File: src/rtl/xmem_pkg.sv
package xmem_pkg;

    typedef enum logic [2:0] {
        PH_IDLE,
        PH_ADDR,
        PH_LATCH,
        PH_STROBE,
        PH_SAMPLE,
        PH_RELEASE
    } phase_t;

    typedef enum logic [1:0] {
        OP_FETCH  = 2'b00,
        OP_DREAD  = 2'b01,
        OP_DWRITE = 2'b10,
        OP_RSVD   = 2'b11
    } op_t;

endpackage

File: src/rtl/xmem_seq.sv
module xmem_seq
    import xmem_pkg::*;
(
    input  logic       clk,
    input  logic       rst_n,
    input  logic       req_valid,
    input  logic [1:0] req_kind,
    output logic       accept,
    output logic       busy,
    output logic       is_code,
    output logic       ale_n,
    output logic       psen_n,
    output logic       rd_n,
    output logic       wr_n,
    output logic       drive_addr,
    output logic       drive_data,
    output logic       sample_en
);

    phase_t phase, phase_nx;
    op_t    op_q;

    assign accept  = (phase == PH_IDLE) && req_valid && (op_t'(req_kind) != OP_RSVD);
    assign busy    = (phase != PH_IDLE);
    assign is_code = (op_q == OP_FETCH);

    // state register; reset loads the boot fetch at 0000H
    always_ff @(posedge clk or negedge rst_n) begin
        if (!rst_n) begin
            phase <= PH_ADDR;
            op_q  <= OP_FETCH;
        end else begin
            phase <= phase_nx;
            if (accept) op_q <= op_t'(req_kind);
        end
    end

    always_comb begin
        phase_nx = PH_IDLE;
        unique case (phase)
            PH_IDLE:    phase_nx = accept ? PH_ADDR : PH_IDLE;
            PH_ADDR:    phase_nx = PH_LATCH;
            PH_LATCH:   phase_nx = PH_STROBE;
            PH_STROBE:  phase_nx = PH_SAMPLE;
            PH_SAMPLE:  phase_nx = PH_RELEASE;
            PH_RELEASE: phase_nx = PH_IDLE;
            default:    phase_nx = PH_IDLE;
        endcase
    end

    // output decode
    always_comb begin
        ale_n      = 1'b1;
        psen_n     = 1'b1;
        rd_n       = 1'b1;
        wr_n       = 1'b1;
        drive_addr = 1'b0;
        drive_data = 1'b0;
        sample_en  = 1'b0;
        unique case (phase)
            PH_ADDR: begin
                ale_n      = 1'b0;
                drive_addr = 1'b1;
            end
            PH_LATCH: begin
                drive_addr = 1'b1;
            end
            PH_STROBE, PH_SAMPLE: begin
                psen_n     = !(op_q == OP_FETCH);
                rd_n       = !(op_q == OP_DREAD);
                wr_n       = !(op_q == OP_DWRITE);
                drive_data = (op_q == OP_DWRITE);
                sample_en  = (phase == PH_SAMPLE) && (op_q != OP_DWRITE);
            end
            default: ;
        endcase
    end

    // strobes never overlap
    p_one_strobe_r8: assert property (@(posedge clk) disable iff (!rst_n)
        $onehot0({!psen_n, !rd_n, !wr_n}));

    // no read or write strobe while the address is being latched
    p_latch_quiet_r8: assert property (@(posedge clk) disable iff (!rst_n)
        !ale_n |-> (psen_n && rd_n && wr_n));

    // program strobe falls only right after the latch phase
    p_psen_after_latch_r4: assert property (@(posedge clk) disable iff (!rst_n)
        $fell(psen_n) |-> ($past(phase) == PH_LATCH));

    // a cycle always ends through the release phase
    p_busy_end_r2: assert property (@(posedge clk) disable iff (!rst_n)
        $fell(busy) |-> ($past(phase) == PH_RELEASE));

endmodule

File: src/rtl/xmem_req_latch.sv
module xmem_req_latch
    import xmem_pkg::*;
#(
    parameter int ADDR_W = 16,
    parameter int DATA_W = 8,
    parameter int PAGE_W = 3
) (
    input  logic              clk,
    input  logic              rst_n,
    input  logic              accept,
    input  logic              busy,
    input  logic [1:0]        req_kind,
    input  logic              req_paged,
    input  logic [ADDR_W-1:0] req_addr,
    input  logic [PAGE_W-1:0] req_page,
    input  logic [DATA_W-1:0] req_wdata,
    input  logic              drive_addr,
    input  logic              drive_data,
    output logic [DATA_W-1:0] ad_out,
    output logic              ad_oe,
    output logic [ADDR_W-DATA_W-1:0] hi_addr
);

    localparam int HI_W = ADDR_W - DATA_W;

    logic [DATA_W-1:0] lo_q;
    logic [HI_W-1:0]   hi_q;
    logic [DATA_W-1:0] wd_q;
    logic              use_page;

    assign use_page = req_paged && (op_t'(req_kind) != OP_FETCH);

    always_ff @(posedge clk or negedge rst_n) begin
        if (!rst_n) begin
            lo_q <= '0;
            hi_q <= '0;
            wd_q <= '0;
        end else if (accept) begin
            lo_q <= req_addr[DATA_W-1:0];
            hi_q <= use_page ? HI_W'(req_page) : req_addr[ADDR_W-1:DATA_W];
            wd_q <= req_wdata;
        end
    end

    assign ad_out  = drive_data ? wd_q : lo_q;
    assign ad_oe   = drive_addr || drive_data;
    assign hi_addr = hi_q;

    // high lines hold their value through a cycle
    p_hi_hold_r7: assert property (@(posedge clk) disable iff (!rst_n)
        (busy && $past(busy)) |-> $stable(hi_addr));

endmodule

File: src/rtl/xmem_rd_capture.sv
module xmem_rd_capture #(
    parameter int DATA_W = 8
) (
    input  logic              clk,
    input  logic              rst_n,
    input  logic              sample_en,
    input  logic              is_code,
    input  logic [DATA_W-1:0] ad_in,
    output logic [DATA_W-1:0] rdata,
    output logic              rdata_valid,
    output logic              rdata_code
);

    always_ff @(posedge clk or negedge rst_n) begin
        if (!rst_n) begin
            rdata       <= '0;
            rdata_valid <= 1'b0;
            rdata_code  <= 1'b0;
        end else begin
            rdata_valid <= sample_en;
            if (sample_en) begin
                rdata      <= ad_in;
                rdata_code <= is_code;
            end
        end
    end

    // valid is a single-cycle pulse
    p_valid_pulse_r4: assert property (@(posedge clk) disable iff (!rst_n)
        rdata_valid |=> !rdata_valid);

endmodule

File: src/rtl/xmem_bus_ctrl.sv
module xmem_bus_ctrl #(
    parameter int ADDR_W = 16,
    parameter int DATA_W = 8,
    parameter int PAGE_W = 3
) (
    input  logic                     clk,
    input  logic                     rst_n,
    input  logic                     req_valid,
    input  logic [1:0]               req_kind,
    input  logic                     req_paged,
    input  logic [ADDR_W-1:0]        req_addr,
    input  logic [PAGE_W-1:0]        req_page,
    input  logic [DATA_W-1:0]        req_wdata,
    output logic                     busy,
    output logic [DATA_W-1:0]        rdata,
    output logic                     rdata_valid,
    output logic                     rdata_code,
    output logic [DATA_W-1:0]        ad_out,
    output logic                     ad_oe,
    input  logic [DATA_W-1:0]        ad_in,
    output logic [ADDR_W-DATA_W-1:0] hi_addr,
    output logic                     ale_n,
    output logic                     psen_n,
    output logic                     rd_n,
    output logic                     wr_n
);

    logic accept, is_code, drive_addr, drive_data, sample_en;

    xmem_seq u_seq (
        .clk        (clk),
        .rst_n      (rst_n),
        .req_valid  (req_valid),
        .req_kind   (req_kind),
        .accept     (accept),
        .busy       (busy),
        .is_code    (is_code),
        .ale_n      (ale_n),
        .psen_n     (psen_n),
        .rd_n       (rd_n),
        .wr_n       (wr_n),
        .drive_addr (drive_addr),
        .drive_data (drive_data),
        .sample_en  (sample_en)
    );

    xmem_req_latch #(
        .ADDR_W (ADDR_W),
        .DATA_W (DATA_W),
        .PAGE_W (PAGE_W)
    ) u_req (
        .clk        (clk),
        .rst_n      (rst_n),
        .accept     (accept),
        .busy       (busy),
        .req_kind   (req_kind),
        .req_paged  (req_paged),
        .req_addr   (req_addr),
        .req_page   (req_page),
        .req_wdata  (req_wdata),
        .drive_addr (drive_addr),
        .drive_data (drive_data),
        .ad_out     (ad_out),
        .ad_oe      (ad_oe),
        .hi_addr    (hi_addr)
    );

    xmem_rd_capture #(
        .DATA_W (DATA_W)
    ) u_cap (
        .clk         (clk),
        .rst_n       (rst_n),
        .sample_en   (sample_en),
        .is_code     (is_code),
        .ad_in       (ad_in),
        .rdata       (rdata),
        .rdata_valid (rdata_valid),
        .rdata_code  (rdata_code)
    );

    // port released while memory drives it
    p_port_released_r10: assert property (@(posedge clk) disable iff (!rst_n)
        (!psen_n || !rd_n) |-> !ad_oe);

    // reserved kind never starts a cycle
    p_rsvd_ignored_r9: assert property (@(posedge clk) disable iff (!rst_n)
        (!busy && req_valid && req_kind == 2'b11) |=> !busy);

endmodule

File: config.mk
export PLATFORM = sky130hd
export DESIGN_NAME = xmem_bus_ctrl
export DESIGN_NICKNAME = d
export VERILOG_FILES = /design/src/rtl/xmem_pkg.sv /design/src/rtl/xmem_seq.sv /design/src/rtl/xmem_req_latch.sv /design/src/rtl/xmem_rd_capture.sv /design/src/rtl/xmem_bus_ctrl.sv
export SDC_FILE = /design/constraint.sdc
export NUM_CORES = 1
export LEC_CHECK = 0
export ABC_AREA = 1
export BUFFER_PORTS_ARGS = -buffer_cell sky130_fd_sc_hd__buf_4
export CORE_MARGIN = 4
export CORE_UTILIZATION = 51
export CTS_CLUSTER_DIAMETER = 100
export CTS_CLUSTER_SIZE = 24
export DETAILED_ROUTE_END_ITERATION = 10
export PLACE_DENSITY = 0.84
export SETUP_SLACK_MARGIN = 0.1
export SKIP_CTS_REPAIR_TIMING = 1
export SYNTH_ARGS = -nofsm -noshare
export SYNTH_HDL_FRONTEND = slang
export SYNTH_SLANG_ARGS = --single-unit
File: constraint.sdc
create_clock -name clk -period 3.3 [get_ports clk]
set_clock_uncertainty 0.2 [all_clocks]
set_input_delay 0.165 -clock clk [delete_from_list [all_inputs] [get_ports clk]]
set_output_delay 0.165 -clock clk [all_outputs]
set_load 0.02 [all_outputs]
# Yosys cells after proc, flatten, opt, wreduce, memory -nomap -nowiden
# Cells that the tools add are included.
[word_totals]
output_inout_bits = 32
reg_bits = 39
word_cells = 41
[op_classes]
eq_ne = 8
n_mux = 11
reduce_logical = 14
[ops]
columns = ["operator", "n"]
rows = [
  ["2-to-1 mux 8 bit", 2],
  ["one-hot mux 3 bit (5 select lines)", 1],
  ["2-to-1 mux 1 bit", 8],
  ["== test 3 x 2 -> 1 bit, second input constant", 2],
  ["logical AND 1 bit", 4],
  ["!= test 2 bit, second input constant", 2],
  ["OR reduction 2 bit", 2],
  ["== test 3 x 1 -> 1 bit, second input constant", 1],
  ["== test 3 bit, second input constant", 1],
  ["zero test 1 bit", 3],
  ["zero test 3 bit", 1],
  ["nonzero test 3 bit", 1],
  ["== test 2 x 1 -> 1 bit, second input constant", 1],
  ["== test 2 bit, second input constant", 1],
  ["zero test 2 bit", 1],
  ["nonzero test 2 bit", 1],
  ["logical OR 1 bit", 1],
]

# Depth between registers and ports, before layout
[logic_depth]
word_depth = 5
ltp_mapped = 6
mapped_depth_nobuf = 6

# Modules after synthesis
# From an unflattened synthesis, not the netlist that was laid out.
[hier_totals]
hier_cells = 216
area_unflattened_um2 = 1740.4
[modules_own_cells]
columns = ["mod", "cells_per_inst", "n_inst", "area_per_inst_um2"]
rows = [
  ["xmem_req_latch", 135, 1, 1083.5],
  ["xmem_rd_capture", 39, 1, 366.6],
  ["xmem_seq", 42, 1, 290.3],
]

# Worst setup path before layout
# Ideal clock, no wire load.
[synth_path]
path_kind = "register to output"
start = "reg u_seq.phase[0]"
end = "out ad_out[0]"
path_stages_with_launch = 7
arrival_time_ns = 1.190
setup_slack_ns = 1.745
required_ns = 2.935
cell_sequence = "dfstp_2 -> nor2_4 -> nand2_2 -> nand2_2 -> nand2_2 -> nand2_1 -> nand2_1"
[synth_between]
elab_chain_len = 4
word_cells_on_any_way = 5
cone_classes = "eq/ne: 2; mux: 2; reduce/logical: 1"
[synth_lines]
columns = ["element", "line", "text"]
rows = [
  ["from (decl)", "xmem_seq.sv:20", "phase_t phase, phase_nx;"],
  ["from (signal assigned)", "xmem_seq.sv:33", "phase <= phase_nx;"],
  ["== test 3 x 2 -> 1 bit / == test 3 bit (equally long branches)", "xmem_seq.sv:60", "unique case (phase)"],
  ["OR reduction 2 bit (*)", "xmem_seq.sv:60", ""],
  ["2-to-1 mux 1 bit (*)", "xmem_seq.sv:60", ""],
  ["2-to-1 mux 8 bit (*)", "xmem_req_latch.sv:45", "assign ad_out = drive_data ? wd_q : lo_q;"],
  ["to (decl)", "xmem_bus_ctrl.sv:18", "output logic [DATA_W-1:0] ad_out,"],
]
# Every way passes the cells marked *; elsewhere a longest branch is shown, timed or not.

# Final worst setup path
[layout_path]
start = "reg u_seq.op_q[0]"
end = "out ad_out[2]"
[layout_between]
elab_chain_len = 3
[layout_lines]
columns = ["element", "line", "text"]
rows = [
  ["from (decl)", "xmem_seq.sv:21", "op_t op_q;"],
  ["from (signal assigned)", "xmem_seq.sv:34", "if (accept) op_q <= op_t'(req_kind);"],
  ["== test 2 bit", "xmem_seq.sv:72", "drive_data = (op_q == OP_DWRITE);"],
  ["2-to-1 mux 1 bit", "xmem_seq.sv:60", ""],
  ["2-to-1 mux 8 bit", "xmem_req_latch.sv:45", ""],
]
# Every way passes these cells.

==> run_results.csv <==
group,metric,value,unit
status,outcome,"finished with violations",
status,violations,"hold timing",
cells_and_area,syn2layout_area_growth,55.6,%
worst_setup_path,worst_setup_path_end_kind,"primary output",
clock_tree,clock_latency,360,ps
sta,min_period,2460,ps
global_route,antenna_found_initial,0,
cells_and_area,n_antenna_cell,0,
placement,pre_cts_ws,1260,ps
global_route,global_route.overflow_total,0,
power_and_ir_drop,power.leakage,1.47,nW
synth,synthAdderAreaFrac,0,%
cells_and_area,final_cell_mix,"nand2_1 (111), buf_4 (72), dfrtp_1 (38)",
min_path,whs_path_depth,4,
drt,drcViolationCount,0,
clock_tree,htree_levels,2,
floorplan,dieArea,4430,sq um
worst_setup_path,slowest_delay,630,ps
sta,relSlewSlack,42.2,%
drt,viasPerCell,5.11,
sta,slew_viol_final,0,
power_and_ir_drop,p_sw_share,44.8,%
power_and_ir_drop,p_int,1.22,mW
worst_setup_path,cp_max_fo,19,
power_and_ir_drop,p_sw,0.993,mW
floorplan,start_util,55.4,%
power_and_ir_drop,seqPwrFrac,37.5,%
sta,setup_viol,0,
sta,fmax,0.406,GHz
cells_and_area,drive_gt1_share,27.4,%
clock_tree,clkSinkCount,39,
min_path,min_from,"req_valid",
synth,synth_top_area_cell,"dfrtp_1",
min_path,whs_endpoint,"u_seq.op_q[0]$_DFFE_PN0P_",
clock_tree,clockBufferDepth,2,
floorplan,num_io_pins,73,
worst_setup_path,reg2reg_depth,3,
cells_and_area,layout_commonest_cell,"nand2_1",
clock_tree,cts_buffers,5,
synth,synth_top_family_by_area,"simple AND/OR/NAND/NOR gates",
synth,synth_area,1750,sq um
floorplan,num_rows,20,
synth,syn_nets,252,
global_route,grt_use_total,21.2,%
placement,dpl_cell_area,2300,sq um
worst_setup_path,crit_required,2930,ps
synth,ys_seq_area_share,55.9,%
worst_setup_path,crit_top_cell,"nand2_1",
global_route,grt_pass1_vias,1603,
clock_tree,clk_pin_slew,110,ps
global_route,grt_pass1_wl,7.05,mm
synth,synth_xor_area_share,0,%
sta,finalCritPeriodShare,74.6,%
synth,synth_compound_area_share,4.87,%
placement,portBuffers,72,
worst_setup_path,start_kind,"flop",
synth,synthMuxAreaShare,0,%
worst_setup_path,path_cells,"nor2_2 > nand2_2 > nand2_1 > nand2_1 > buf_4",
synth,synth-seq-cells,39,
cells_and_area,nNetsFinal,361,
drt,antenna_left,0,
floorplan,chipHeight,66.5,um
worst_setup_path,worstPathArrival,2100,ps
sta,tns,0,ps
worst_setup_path,r2r_start,"u_seq.phase[2]$_DFF_PN0_",
clock_tree,cts_root_buffer,"clkbuf_4",
floorplan,core,3150,sq um
power_and_ir_drop,clockPowerShare,10.9,%
power_and_ir_drop,ir_worst_vdd,0.461,mV
cells_and_area,finalInstanceArea,2720,sq um
sta,rsz0062_at_grt,"false",
power_and_ir_drop,power-per-cell-area,814,nW/um^2
clock_tree,cts_tree,"done",
worst_setup_path,cpMaxStageDelayCell,"nor2_2",
synth,ys_types,19,
worst_setup_path,regToRegSetupSlack,980,ps
drt,drt-total-wl,5.60,mm
sta,fin_hold_ws,-0.397,ps
global_route,grt_max_degree,40,
drt,vias,1866,
worst_setup_path,reg2reg_to,"u_req.hi_addr[4]$_DFFE_PN0P_",
synth,avgSynthCellArea,8.28,sq um
sta,hold_viol,2,
sta,layout_setup_ws,837,ps
synth,synth_top_area_share,54.4,%
synth,synth.area.top_cells,"dfrtp_1 (54%), nand2_1 (24%), nand3_1 (5.2%), o21ai_0 (2.9%), dfstp_2 (1.5%)",
synth,yosys_warnings,0,
power_and_ir_drop,p_comb_share,51.6,%
drt,dr.first_iter.drc_count,167,
drt,first_pass_iters,4,
floorplan,chipWidth,66.5,um
drt,wl_per_cell,15.3,um
min_path,hp-class,"input pin to flop",
synth,synthSimpleGateAreaFrac,35.2,%
job,drv_cap,0,
placement,hpwl,3.09,mm
synth,synth_cells,211,
placement,gp_congestion,0.776,
worst_setup_path,critPathKind,"flop to primary output",
sta,tightest_slew,865,ps
[registers in the layout, indices dropped and copies added (netlist names)]
name and count:
u_cap.rdata_valid 1, u_req.lo_q 8, u_seq.op_q 2, u_cap.rdata 8
u_req.wd_q 8, u_cap.rdata_code 1, u_seq.phase 3, u_req.hi_addr 8
[area by class of cell]
cell class	count	area [sq um]
sequential	39	977
clock inverter	1	5.00
tap	44	55.1
fill	186	433
timing repair buffer	109	911
inverter	7	26.3
clock buffer	7	45.0
multi-input combinational	158	701
[layer usage]
metal | global-route usage [%] | wire [um] | part of all wire, % | vias to the layer above
li1 | - | - | - | 884
met1 | 25.7 | 2070 | 37 | 881
met2 | 35.0 | 2910 | 52 | 82
met3 | 5.06 | 413 | 7.4 | 19
met4 | 10.4 | 198 | 3.5 | 0
met5 | 0 | 0 | 0 | -
[per-stage QoR]
step / power, mW / instances / utilization (%)
6_report: 2.21 / 365 / 86.3
5_1_grt: 2.36 / 365 / 86.3
4_1_cts: 2.14 / 328 / 74.5
3_5_place_dp: 1.91 / 320 / 72.9
3_3_place_gp: 1.87 / 320 / 72.9
2_1_floorplan: 1.48 / 211 / -
[cell families after synthesis]
kind of cell	Yosys count
simple gates	141
flops	39
compound gates	17
buf+inv	14
[synthesized netlist by cell type]
cell      number
nand2_2        3
inv_1          7
nand4_2        1
clkbuf_2       1
nand3_4        1
o21ai_1        5
o21ai_0       10
nor2_4         2
nor2_2         1
nor2_8         1
nand3_1       18
nor2_1         3
buf_6          1
buf_4          1
buf_2          4
dfrtp_1       38
dfstp_2        1
nand2_1      111
a21oi_1        2
[worst max-delay path by stage]
stage / cells after the start / end / from / slack [ps]
after floorplan: 6 / ad_out[0] / u_seq.phase[0]$_DFF_PN1_ / 1750
after global placement: 5 / ad_out[2] / u_seq.op_q[0]$_DFFE_PN0P_ / 1310
after detailed placement: 5 / ad_out[2] / u_seq.op_q[0]$_DFFE_PN0P_ / 1260
after CTS: 5 / ad_out[2] / u_seq.op_q[0]$_DFFE_PN0P_ / 860
after global routing: 5 / ad_out[2] / u_seq.op_q[0]$_DFFE_PN0P_ / 720
final: 5 / ad_out[2] / u_seq.op_q[0]$_DFFE_PN0P_ / 840
[power by group through the flow]
stage          Clock, mW  Sequential, mW  Combinational (mW)
2_1_floorplan          0           0.926               0.553
3_3_place_gp           0           0.823                1.05
3_5_place_dp           0           0.828                1.08
4_1_cts            0.239           0.818                1.08
5_1_grt            0.268           0.852                1.24
6_report           0.242           0.830                1.14
[critical path: cells and delay by family, from the launching register on]
family                 cells  cell delay, ps
buffers and inverters      1             160
and+or+nand+nor            4            1150
DFF                        1             430
Power figures use the tool's default switching activity.
